### config.mk
export PLATFORM = sky130hd
export DESIGN_NAME = elem_seq_top
export DESIGN_NICKNAME = d
export VERILOG_FILES = /design/src/rtl/elem_seq_pkg.sv /design/src/rtl/elem_seq_ctrl.sv /design/src/rtl/elem_seq_dp.sv /design/src/rtl/elem_seq_top.sv
export SDC_FILE = /design/constraint.sdc
export NUM_CORES = 1
export LEC_CHECK = 0
export BUFFER_PORTS_ARGS = -buffer_cell sky130_fd_sc_hd__buf_2
export CAP_MARGIN = 15
export CORE_ASPECT_RATIO = 1.1
export CORE_UTILIZATION = 44
export DETAILED_ROUTE_END_ITERATION = 6
export PLACE_DENSITY = 0.8
export SKIP_CTS_REPAIR_TIMING = 1
export SLEW_MARGIN = 0
export SYNTH_ARGS = -nofsm -noshare
export SYNTH_HDL_FRONTEND = slang
export SYNTH_HIERARCHICAL = 1
export SYNTH_SLANG_ARGS = --single-unit
### constraint.sdc
create_clock -name clk -period 2.3 [get_ports clk]
set_clock_uncertainty 0.2 [all_clocks]
set_input_delay 0.23 -clock clk [delete_from_list [all_inputs] [get_ports clk]]
set_output_delay 0.23 -clock clk [all_outputs]
set_load 0.01 [all_outputs]
### src/rtl/elem_seq_pkg.sv
package elem_seq_pkg;
  localparam int GRP_W = 3;
  localparam logic [GRP_W-1:0] GRP_JUMP = 3'b011;
  localparam logic [GRP_W-1:0] GRP_SYS  = 3'b111;

  typedef struct packed {
    logic loadStart;
    logic jumpPc;
    logic stepPc;
    logic issueBc;
    logic issueLoc;
  } seq_strobe_t;
endpackage

### src/rtl/elem_seq_ctrl.sv
module elem_seq_ctrl
  import elem_seq_pkg::*;
#(
  parameter int IDX_W   = 4,
  parameter int ELEM_ID = 0,
  parameter int CL_W    = 3,
  parameter int INSTR_W = 16
) (
  input  logic               clk,
  input  logic               rst_n,
  input  logic               cfgValid,
  input  logic               cfgAll,
  input  logic [IDX_W-1:0]   cfgTarget,
  input  logic               cfgMimd,
  input  logic [CL_W-1:0]    cfgCluster,
  input  logic               bcValid,
  input  logic [CL_W-1:0]    bcCluster,
  input  logic [INSTR_W-1:0] lpmData,
  output seq_strobe_t        strobe,
  output logic               fetchOn,
  output logic               modeMimd,
  output logic [CL_W-1:0]    clusterId,
  output logic               doneFlag
);
  localparam logic [IDX_W-1:0] MY_IDX = IDX_W'(ELEM_ID);

  logic cfgHit;
  logic bcHit;
  logic [GRP_W-1:0] grp;
  logic isJump;
  logic isSys;

  assign cfgHit  = cfgValid && (cfgAll || cfgTarget == MY_IDX);
  assign fetchOn = modeMimd && !doneFlag;
  assign bcHit   = !modeMimd && bcValid && (bcCluster == clusterId);
  assign grp     = lpmData[INSTR_W-1 -: GRP_W];
  assign isJump  = fetchOn && (grp == GRP_JUMP);
  assign isSys   = fetchOn && (grp == GRP_SYS);

  always_comb begin
    strobe.loadStart = cfgHit && cfgMimd;
    strobe.jumpPc    = isJump && !strobe.loadStart;
    strobe.stepPc    = fetchOn && !isJump && !isSys && !strobe.loadStart;
    strobe.issueBc   = bcHit;
    strobe.issueLoc  = fetchOn;
  end

  always_ff @(posedge clk) begin
    if (!rst_n) begin
      modeMimd  <= 1'b0;
      clusterId <= '0;
      doneFlag  <= 1'b0;
    end else begin
      if (cfgHit) begin
        modeMimd  <= cfgMimd;
        clusterId <= cfgCluster;
        doneFlag  <= 1'b0;
      end else if (isSys) begin
        doneFlag  <= 1'b1;
      end
    end
  end

  // a parked element stays parked until a configure command reaches it
  a_r6_done_holds: assert property (@(posedge clk) disable iff (!rst_n)
    (doneFlag && !cfgHit) |=> doneFlag);

  // a system-control word fetched locally parks the element
  a_r6_sys_parks: assert property (@(posedge clk) disable iff (!rst_n)
    (fetchOn && lpmData[INSTR_W-1 -: GRP_W] == GRP_SYS && !cfgValid) |=> doneFlag);

  // a command that reaches the element loads cluster and mode
  a_r11_cfg_loads: assert property (@(posedge clk) disable iff (!rst_n)
    cfgHit |=> (clusterId == $past(cfgCluster) && modeMimd == $past(cfgMimd)));

  // without a command for this element, mode and cluster stay put
  a_r7_no_hit_stable: assert property (@(posedge clk) disable iff (!rst_n)
    !cfgValid |=> ($stable(modeMimd) && $stable(clusterId)));
endmodule

### src/rtl/elem_seq_dp.sv
module elem_seq_dp
  import elem_seq_pkg::*;
#(
  parameter int PC_W    = 8,
  parameter int INSTR_W = 16
) (
  input  logic               clk,
  input  logic               rst_n,
  input  seq_strobe_t        strobe,
  input  logic [PC_W-1:0]    cfgStart,
  input  logic [INSTR_W-1:0] bcInstr,
  input  logic [INSTR_W-1:0] lpmData,
  output logic [PC_W-1:0]    pc,
  output logic               issueValid,
  output logic [INSTR_W-1:0] issueInstr,
  output logic               issueLocal
);
  logic [PC_W-1:0]    pcNext;
  logic [INSTR_W-1:0] instrSel;

  always_comb begin
    if (strobe.loadStart)   pcNext = cfgStart;
    else if (strobe.jumpPc) pcNext = lpmData[PC_W-1:0];
    else if (strobe.stepPc) pcNext = pc + PC_W'(1);
    else                    pcNext = pc;
  end

  always_comb begin
    if (strobe.issueLoc)     instrSel = lpmData;
    else if (strobe.issueBc) instrSel = bcInstr;
    else                     instrSel = '0;
  end

  always_ff @(posedge clk) begin
    if (!rst_n) begin
      pc         <= '0;
      issueValid <= 1'b0;
      issueInstr <= '0;
      issueLocal <= 1'b0;
    end else begin
      pc         <= pcNext;
      issueValid <= strobe.issueLoc || strobe.issueBc;
      issueInstr <= instrSel;
      issueLocal <= strobe.issueLoc;
    end
  end

  // a switch to independent mode loads the start address
  a_r9_start_load: assert property (@(posedge clk) disable iff (!rst_n)
    strobe.loadStart |=> (pc == $past(cfgStart)));

  // a plain local word advances the counter by one
  a_r4_pc_step: assert property (@(posedge clk) disable iff (!rst_n)
    strobe.stepPc |=> (pc == $past(pc) + PC_W'(1)));

  // a jump word redirects the counter
  a_r5_jump: assert property (@(posedge clk) disable iff (!rst_n)
    strobe.jumpPc |=> (pc == $past(lpmData[PC_W-1:0])));

  // a matching broadcast appears one cycle later, marked as broadcast
  a_r2_bc_issue: assert property (@(posedge clk) disable iff (!rst_n)
    strobe.issueBc |=> (issueValid && !issueLocal && issueInstr == $past(bcInstr)));
endmodule

### src/rtl/elem_seq_top.sv
module elem_seq_top
  import elem_seq_pkg::*;
#(
  parameter int IDX_W   = 4,
  parameter int ELEM_ID = 0,
  parameter int CL_W    = 3,
  parameter int PC_W    = 8,
  parameter int INSTR_W = 16
) (
  input  logic               clk,
  input  logic               rst_n,
  input  logic               cfgValid,
  input  logic               cfgAll,
  input  logic [IDX_W-1:0]   cfgTarget,
  input  logic               cfgMimd,
  input  logic [CL_W-1:0]    cfgCluster,
  input  logic [PC_W-1:0]    cfgStart,
  input  logic               bcValid,
  input  logic [CL_W-1:0]    bcCluster,
  input  logic [INSTR_W-1:0] bcInstr,
  output logic [PC_W-1:0]    lpmAddr,
  output logic               lpmRdEn,
  input  logic [INSTR_W-1:0] lpmData,
  output logic               issueValid,
  output logic [INSTR_W-1:0] issueInstr,
  output logic               issueLocal,
  output logic               doneFlag,
  output logic               modeMimd,
  output logic [CL_W-1:0]    clusterId
);
  seq_strobe_t strobe;
  logic        fetchOn;

  elem_seq_ctrl #(
    .IDX_W(IDX_W), .ELEM_ID(ELEM_ID), .CL_W(CL_W), .INSTR_W(INSTR_W)
  ) i_ctrl (
    .clk(clk), .rst_n(rst_n),
    .cfgValid(cfgValid), .cfgAll(cfgAll), .cfgTarget(cfgTarget),
    .cfgMimd(cfgMimd), .cfgCluster(cfgCluster),
    .bcValid(bcValid), .bcCluster(bcCluster), .lpmData(lpmData),
    .strobe(strobe), .fetchOn(fetchOn),
    .modeMimd(modeMimd), .clusterId(clusterId), .doneFlag(doneFlag)
  );

  elem_seq_dp #(
    .PC_W(PC_W), .INSTR_W(INSTR_W)
  ) i_dp (
    .clk(clk), .rst_n(rst_n), .strobe(strobe),
    .cfgStart(cfgStart), .bcInstr(bcInstr), .lpmData(lpmData),
    .pc(lpmAddr), .issueValid(issueValid), .issueInstr(issueInstr),
    .issueLocal(issueLocal)
  );

  assign lpmRdEn = fetchOn;

  // no broadcast-sourced issue follows a cycle spent in independent mode
  a_r3_mimd_ignores_bc: assert property (@(posedge clk) disable iff (!rst_n)
    modeMimd |=> !(issueValid && !issueLocal));

  // a cycle spent in lockstep mode never produces a local issue
  a_r10_simd_no_local: assert property (@(posedge clk) disable iff (!rst_n)
    !modeMimd |=> !issueLocal);
endmodule

==> PnR_summary.wiki, run 1 <==
{| class="wikitable"
! Metric !! Value
|-
| Result of the run || finished clean
|-
| Most frequent cell after synthesis || dfxtp_1
|-
| Clock Root Buffer || clkbuf_4
|-
| Top post-synthesis cells by count || dfxtp_1, a22o_1, nand2_1
|-
| Initial standard-cell utilization of the core || a little under half
|-
| Number of clock buffers inserted by TritonCTS || 5
|-
| Global route overflow || 0
|-
| Final routed DRC violation total || 0
|-
| Pin count of the biggest net entering global routing || 27
|-
| Number of library cell types mapped by synthesis || 41
|-
| Cell area after layout || between 2000 and 2500 um2
|-
| Sequential share of the synthesized area || between 30% and 40%
|-
| Number of nets produced by synthesis || between 200 and 250
|-
| Power density of the placed cells || around 470 nW/um2
|-
| Yosys top cell by area || dfxtp_1
|-
| GRT Resource Usage Total || approximately 20%
|-
| Slew at the pin closest to its max-slew limit || ~0.58 ns
|-
| Max rail drop VDD || between 0.0002 and 0.0003 V
|-
| Number of synthesized flops with an enable pin || 0
|-
| Wire length after detailed routing || 4720 um
|-
| Cell types with the largest area share after synthesis || dfxtp_1, a22o_1, nand2_1
|-
| Number of max-slew violations in the final report || 0
|-
| Crit share post-route || ~95%
|-
| Fill cells || approximately 270
|-
| Total negative setup slack || 0 ns
|-
| Sum of net half-perimeters after detailed placement || 2940 um
|-
| DP Worst Slack || 0.199 ns
|-
| First-pass detailed-route iteration total || 4
|-
| Horizontal die dimension || a little under 60 um
|-
| Asr flop ratio synth || 0%
|-
| Area share of the largest cell type after synthesis || about two fifths
|-
| Max clock buf depth || 2
|-
| Predominant post-synthesis flop cell || dfxtp_1
|-
| MaxCap Viol Count || 0
|-
| Number of placement rows || 22
|-
| Highest net fanout along the worst path || 5
|-
| DP Area || between 2000 and 2500 um2
|-
| Signal arrival time at the worst endpoint || approximately 2.2 ns
|-
| Synthesized instance count || approximately 160
|-
| GP Congestion || around 0.86
|-
| Library cell contributing the largest single delay on the critical path || dlygate4sd3_1
|-
| Register bit total from synthesis || 31
|-
| Diodes inserted || 0
|-
| Share of cells above drive strength 1 || 37.3%
|-
| F_max || 457 MHz
|-
| Launching element type of the critical path || input port
|-
| Path type of the worst min-delay path || input port to flip-flop
|-
| Via count of the first global-routing pass || approximately 1.4k
|-
| Class of the most critical setup path || input port to flip-flop
|-
| Relative area change from synthesis to final layout || 56.9%
|-
| Sinks on Clock Net || 31
|-
| Source-to-sink clock delay at the later pin of the worst-skew pair || approximately 0.32 ns
|-
| Synthesized area per cell || 9.63 um2
|-
| Crit path capture type || flip-flop
|-
| Count of nets left with antenna violations after detail routing || 0
|-
| Max transition margin || between 60% and 70%
|-
| Number of antenna violations at the first check in global routing || 0
|-
| Drt wl/cell || approximately 14 um
|-
| CTS tree || done
|-
| Global-route wire length before repair || 5790 um
|-
| Least setup slack across all paths after layout || between 0.1 and 0.15 ns
|-
| Final hold slack || 0.0272 ns
|-
| Die extent in y || 64.5 um
|-
| Cell area after technology mapping || approximately 1600 um2
|-
| Number of H-tree levels || 2
|-
| Required time reported for the critical path endpoint || ~2.4 ns
|-
| Final setup viols || 0
|-
| Placeable Area || between 3000 and 4000 um2
|-
| List of cells traversed by the critical path || dlygate4sd3_1, buf_2, o211a_4, nor4b_2, buf_4, mux2i_1, o21ai_0, nand2_1, a21boi_0
|-
| Static leakage || 1.15 nW
|-
| Count of nets after finishing || roughly 340
|-
| YS warnings || 6
|-
| Total Die Area || around 3800 um2
|-
| Setup repair after global routing missed its margin || no
|-
| I/O pin count || between 80 and 90
|-
| Number of DRC markers after the initial detailed-route iteration || 67
|-
| Input/output buffers || 87
|-
| Hold violation count in the final report || 0
|-
| Clock-pin slew reported for the worst setup and hold paths after clock tree synthesis || around 0.090 ns
|-
| Via/cell ratio || 5.22
|-
| Crit-path max cell delay || between 0.5 and 0.6 ns
|-
| Post-layout min period || roughly 2.2 ns
|-
| Total number of vias || about 1.7k
|}
-- path summary, 6_finish.rpt --
kind                                              startpoint                 endpoint  slack (ns)  cells after the start
worst max-delay path                                 cfgMimd  i_dp/pc[1]$_SDFFE_PN0P_        0.11                      9
worst min-delay path                             cfgStart[0]  i_dp/pc[0]$_SDFFE_PN0P_        0.03                      4
worst max register to register  i_ctrl/modeMimd$_SDFFE_PN0P_  i_dp/pc[1]$_SDFFE_PN0P_        0.25                      7
worst min register to register       i_dp/pc[6]$_SDFFE_PN0P_  i_dp/pc[6]$_SDFFE_PN0P_        0.34                      2
-- metrics by stage --
stage                     power, mW  util [%]  std cells
after floorplan               0.700         -        162
after detailed placement      0.792      59.6        289
after global routing           1.22      72.9        335
after global placement        0.789      59.6        289
after CTS                      1.11      61.3        296
final                          1.16      72.9        335
-- power by group --
part | internal, mW | total (mW) | switching [mW] | leakage [nW]
logic | 0.144 | 0.257 | 0.113 | 0.866
clock network | 0.141 | 0.319 | 0.178 | 0.0341
registers | 0.562 | 0.583 | 0.0204 | 0.252
total | 0.847 | 1.16 | 0.311 | 1.15
-- area by class of cell --
class,instances,area [um2],area share [%]
multi-input combinational,117,841,34.3
clock inverter,1,5.00,0.204
sequential,31,621,25.3
timing repair buffer,132,871,35.6
clock buffer,6,51.3,2.10
tap,48,60.1,2.45
-- per-layer routing --
metal  wire length, um  GRT usage [%]
met1              1850           22.9
met2              2530           35.4
met3               234           5.59
met4               108           5.36
met5                 0              0
-- cell families (layout without fill, tap and decap cells) --
kind of cell / Yosys count / after routing / share of synthesized area [%]
buffers and inverters: 14 / 139 / 6.34
multiplexers: 5 / 5 / 3.21
AO/OA/AOI/OAI: 50 / 50 / 24.3
XOR/XNOR: 7 / 7 / 3.93
flip-flops: 31 / 31 / 39.8
adder cells (fa/ha/maj): 1 / 1 / 0.802
AND/OR/NAND/NOR: 54 / 54 / 21.7
-- cells in the final DEF (no fill, tap or decap), types with 2 or more instances in the layout --
master and instances:
buf_2 87, dlygate4sd3_1 39, dfxtp_1 31, a22o_1 16, nand2_1 14, o21ai_0 9
nand4_1 6, buf_4 6, clkbuf_4 5, nand3b_1 5, and3b_1 5, mux2i_1 5
xor2_1 4, and2_1 4, a31oi_1 4, o211ai_1 4, nor2b_1 3, nor2_1 3
xnor2_1 3, nor3_1 3, o21a_1 3, a21oi_1 3, o221ai_1 2, nand3_1 2
a22oi_1 2, o31a_2 2
-- registers in the layout, summed over array words and instances (netlist names) --
name              flops
i_dp/issueLocal       1
i_ctrl/clusterId      3
i_ctrl/doneFlag       1
i_dp/issueValid       1
i_ctrl/modeMimd       1
i_dp/pc               8
i_dp/issueInstr      16
-- worst max-delay path: cells and delay by family --
family | cells | cell delay, ns
muxes | 1 | 0.06
and+or+nand+nor | 2 | 0.50
buffers and inverters | 3 | 0.87
AOI/OAI and AO/OA | 3 | 0.56
No activity file was read; power rests on OpenSTA's default activity.
==> inputs of run 2 (changes only) <==
--- a/constraint.sdc
+++ b/constraint.sdc
@@ -4,2 +4,2 @@
 set_output_delay 0.23 -clock clk [all_outputs]
-set_load 0.01 [all_outputs]
+set_load 0.1 [all_outputs]
==> run 2 against run 1 <==
Net effect: the run now ends with negative hold slack left; setup slack improved by 0.034 ns; final area decreased by 0.46%; critical path depth did not move; non-clock buffer count down 3; core utilization down 0.34 points; combinational power increased by 70%; global-route usage grew 1.8 points; clock power about the same; register-to-register slack improved by 0.02 ns; via count increased by 0.46%; hold slack worse by 0.058 ns; sequential power about the same; critical endpoint is now i_dp/pc[5]$_SDFFE_PN0P_; largest cell class is now multi-input combinational cells.
==> PnR_summary.wiki, run 2 (synthesis results as in run 1) <==
{| class="wikitable"
! Metric !! Value
|-
| Most used cell, CP || nand2_1
|-
| Number of clock buffers inserted by TritonCTS || 5
|-
| Post-layout min period || approximately 2.2 ns
|-
| Sum of net half-perimeters after detailed placement || about 2900 um
|-
| Failing checks || negative hold slack
|-
| Met2 routed WL || 2600 um
|-
| Multi-input gate area || around 850 um2
|-
| Max rail drop VDD || approximately 0.0003 V
|-
| Biggest regs || i_dp/issueInstr (16), i_dp/pc (8), i_ctrl/clusterId (3)
|-
| Global-route wire length before repair || about 6300 um
|-
| Clock Root Buffer || clkbuf_4
|-
| Cell area after layout || 2440 um2
|-
| Final routed DRC violation total || 0
|-
| Horizontal die dimension || approximately 59 um
|-
| Number of H-tree levels || 2
|-
| Combinational power share || 32.6%
|-
| F_max || about 460 MHz
|-
| Share of cells above drive strength 1 || 39.4%
|-
| Input/output buffers || between 80 and 90
|-
| Clock power share || 23.7%
|-
| Source-to-sink clock delay at the later pin of the worst-skew pair || 0.33 ns
|-
| Total Die Area || between 3000 and 4000 um2
|-
| Pin count of the biggest net entering global routing || 27
|-
| Via count of the first global-routing pass || ~1.4k
|-
| Commonest cells after routing, fill and taps aside || buf_2, dlygate4sd3_1, dfxtp_1, a22o_1, nand2_1
|-
| Final setup viols || 0
|-
| List of cells traversed by the critical path || dlygate4sd3_1, buf_2, nand2_1, nand2_1, nor2_1, mux2i_1, or4_1, o221ai_1, o21a_1
|-
| GP Congestion || ~0.80
|-
| Max clock buf depth || 2
|-
| Overall power consumption || 1.34 mW
|-
| Slew at the pin closest to its max-slew limit || a little over 0.6 ns
|-
| Uppermost layer routed || met4
|-
| Max transition margin || about three fifths
|-
| Highest net fanout along the worst path || 5
|-
| Largest register FFs || 16
|-
| Signal arrival time at the worst endpoint || between 2 and 2.5 ns
|-
| Sequential Area || between 600 and 700 um2
|-
| Relative area change from synthesis to final layout || 56.2%
|-
| Launching element type of the critical path || input port
|-
| Sum of routed wire segments on met1 || between 1500 and 2000 um
|-
| Placeable Area || approximately 3400 um2
|-
| Class of the most critical setup path || input port to flip-flop
|-
| First-pass detailed-route iteration total || 5
|-
| Drt wl/cell || roughly 15 um
|-
| Static leakage || 1.14 nW
|-
| Crit-path max cell delay || 0.55 ns
|-
| Required time reported for the critical path endpoint || approximately 2.4 ns
|-
| Top reg by flops || i_dp/issueInstr
|-
| Library cell contributing the largest single delay on the critical path || dlygate4sd3_1
|-
| Die extent in y || 64.5 um
|-
| Total negative setup slack || 0 ns
|-
| Global route overflow || 0
|-
| Number of max-slew violations in the final report || 0
|-
| Fill cells || approximately 270
|-
| Result of the run || finished with violations
|-
| CTS tree || done
|-
| Net Sw Frac || between 30% and 40%
|-
| Sinks on Clock Net || 31
|-
| Final hold slack || -0.0307 ns
|-
| Total number of vias || roughly 1.8k
|-
| Final core area utilization || between 70% and 80%
|-
| Worst-case register-to-register setup slack || around 0.27 ns
|-
| Wire length after detailed routing || about 5000 um
|-
| Number of DRC markers after the initial detailed-route iteration || 94
|-
| Initial standard-cell utilization of the core || between 40 and 50%
|-
| I/O pin count || 88
|-
| Sequential power share || 43.7%
|-
| Number of placement rows || 22
|-
| DP Area || slightly above 2000 um2
|-
| Via/cell ratio || about 5.3
|-
| Setup repair after global routing missed its margin || no
|-
| Routed length on met3 || roughly 320 um
|-
| Count of nets after finishing || 341
|-
| Crit share post-route || 93.6%
|-
| Clock-pin slew reported for the worst setup and hold paths after clock tree synthesis || between 0.1 and 0.15 ns
|-
| GRT Resource Usage Total || 21.7%
|-
| Count of nets left with antenna violations after detail routing || 0
|-
| Internal || around 0.85 mW
|-
| Path type of the worst min-delay path || input port to flip-flop
|-
| Power density of the placed cells || between 500 and 600 nW/um2
|-
| Switching power || roughly 0.49 mW
|-
| Hold violation count in the final report || 2
|-
| Leading cell type in the layout, fill and taps excluded || buf_2
|-
| Number of antenna violations at the first check in global routing || 0
|-
| Diodes inserted || 0
|-
| MaxCap Viol Count || 0
|-
| Crit path capture type || flip-flop
|}
## run 2: changes by cell type in the layout (fill, tap and decap cells not counted), sizes merged
cell	delta
buf	-1
dlygate4sd3	-2
## run 2: area by class of cell
type                            instances  share of cell area (%)
Tap cell                               48                    2.46
Clock inverter                          1                   0.205
Multi-Input combinational cell        117                    34.8
Sequential cell                        31                    25.8
Clock buffer                            6                    2.10
Timing Repair Buffer                  129                    34.6
## run 2: worst paths after layout
| path | startpoint | endpoint | cells after the start |
|---|---|---|---|
| min reg2reg | i_ctrl/clusterId[2]$_SDFFE_PN0P_ | i_ctrl/clusterId[2]$_SDFFE_PN0P_ | 2 |
| max | lpmData[13] | i_dp/pc[5]$_SDFFE_PN0P_ | 9 |
| max reg2reg | i_ctrl/modeMimd$_SDFFE_PN0P_ | i_dp/pc[5]$_SDFFE_PN0P_ | 7 |
| min | cfgCluster[1] | i_ctrl/clusterId[1]$_SDFFE_PN0P_ | 3 |
## run 2: power by group through the flow
stage	clock network, mW	logic, mW	registers [mW]
floorplan	0	0.106	0.778
global placement	0	0.378	0.595
detailed placement	0	0.380	0.595
CTS	0.328	0.381	0.583
global route	0.354	0.460	0.587
finish	0.317	0.436	0.585
## run 2: per-layer routing
layer / up-vias / GRT usage (%)
met5: - / 0
met4: 0 / 9.52
met3: 10 / 5.19
met2: 73 / 36.6
met1: 818 / 25.8
li1: 856 / -
## run 2: per-stage QoR
step	cells	setup WS, ns
2_1_floorplan	162	-0.253
3_3_place_gp	288	0.151
3_5_place_dp	288	0.154
4_1_cts	295	0.258
5_1_grt	332	0.0367
6_report	332	0.147
## run 2: worst max-delay path, delay by kind of cell
kind,cells,cell delay (ns)
AND/OR/NAND/NOR,4,0.85
AO/OA/AOI/OAI,2,0.31
multiplexers,1,0.16
buffers and inverters,2,0.69
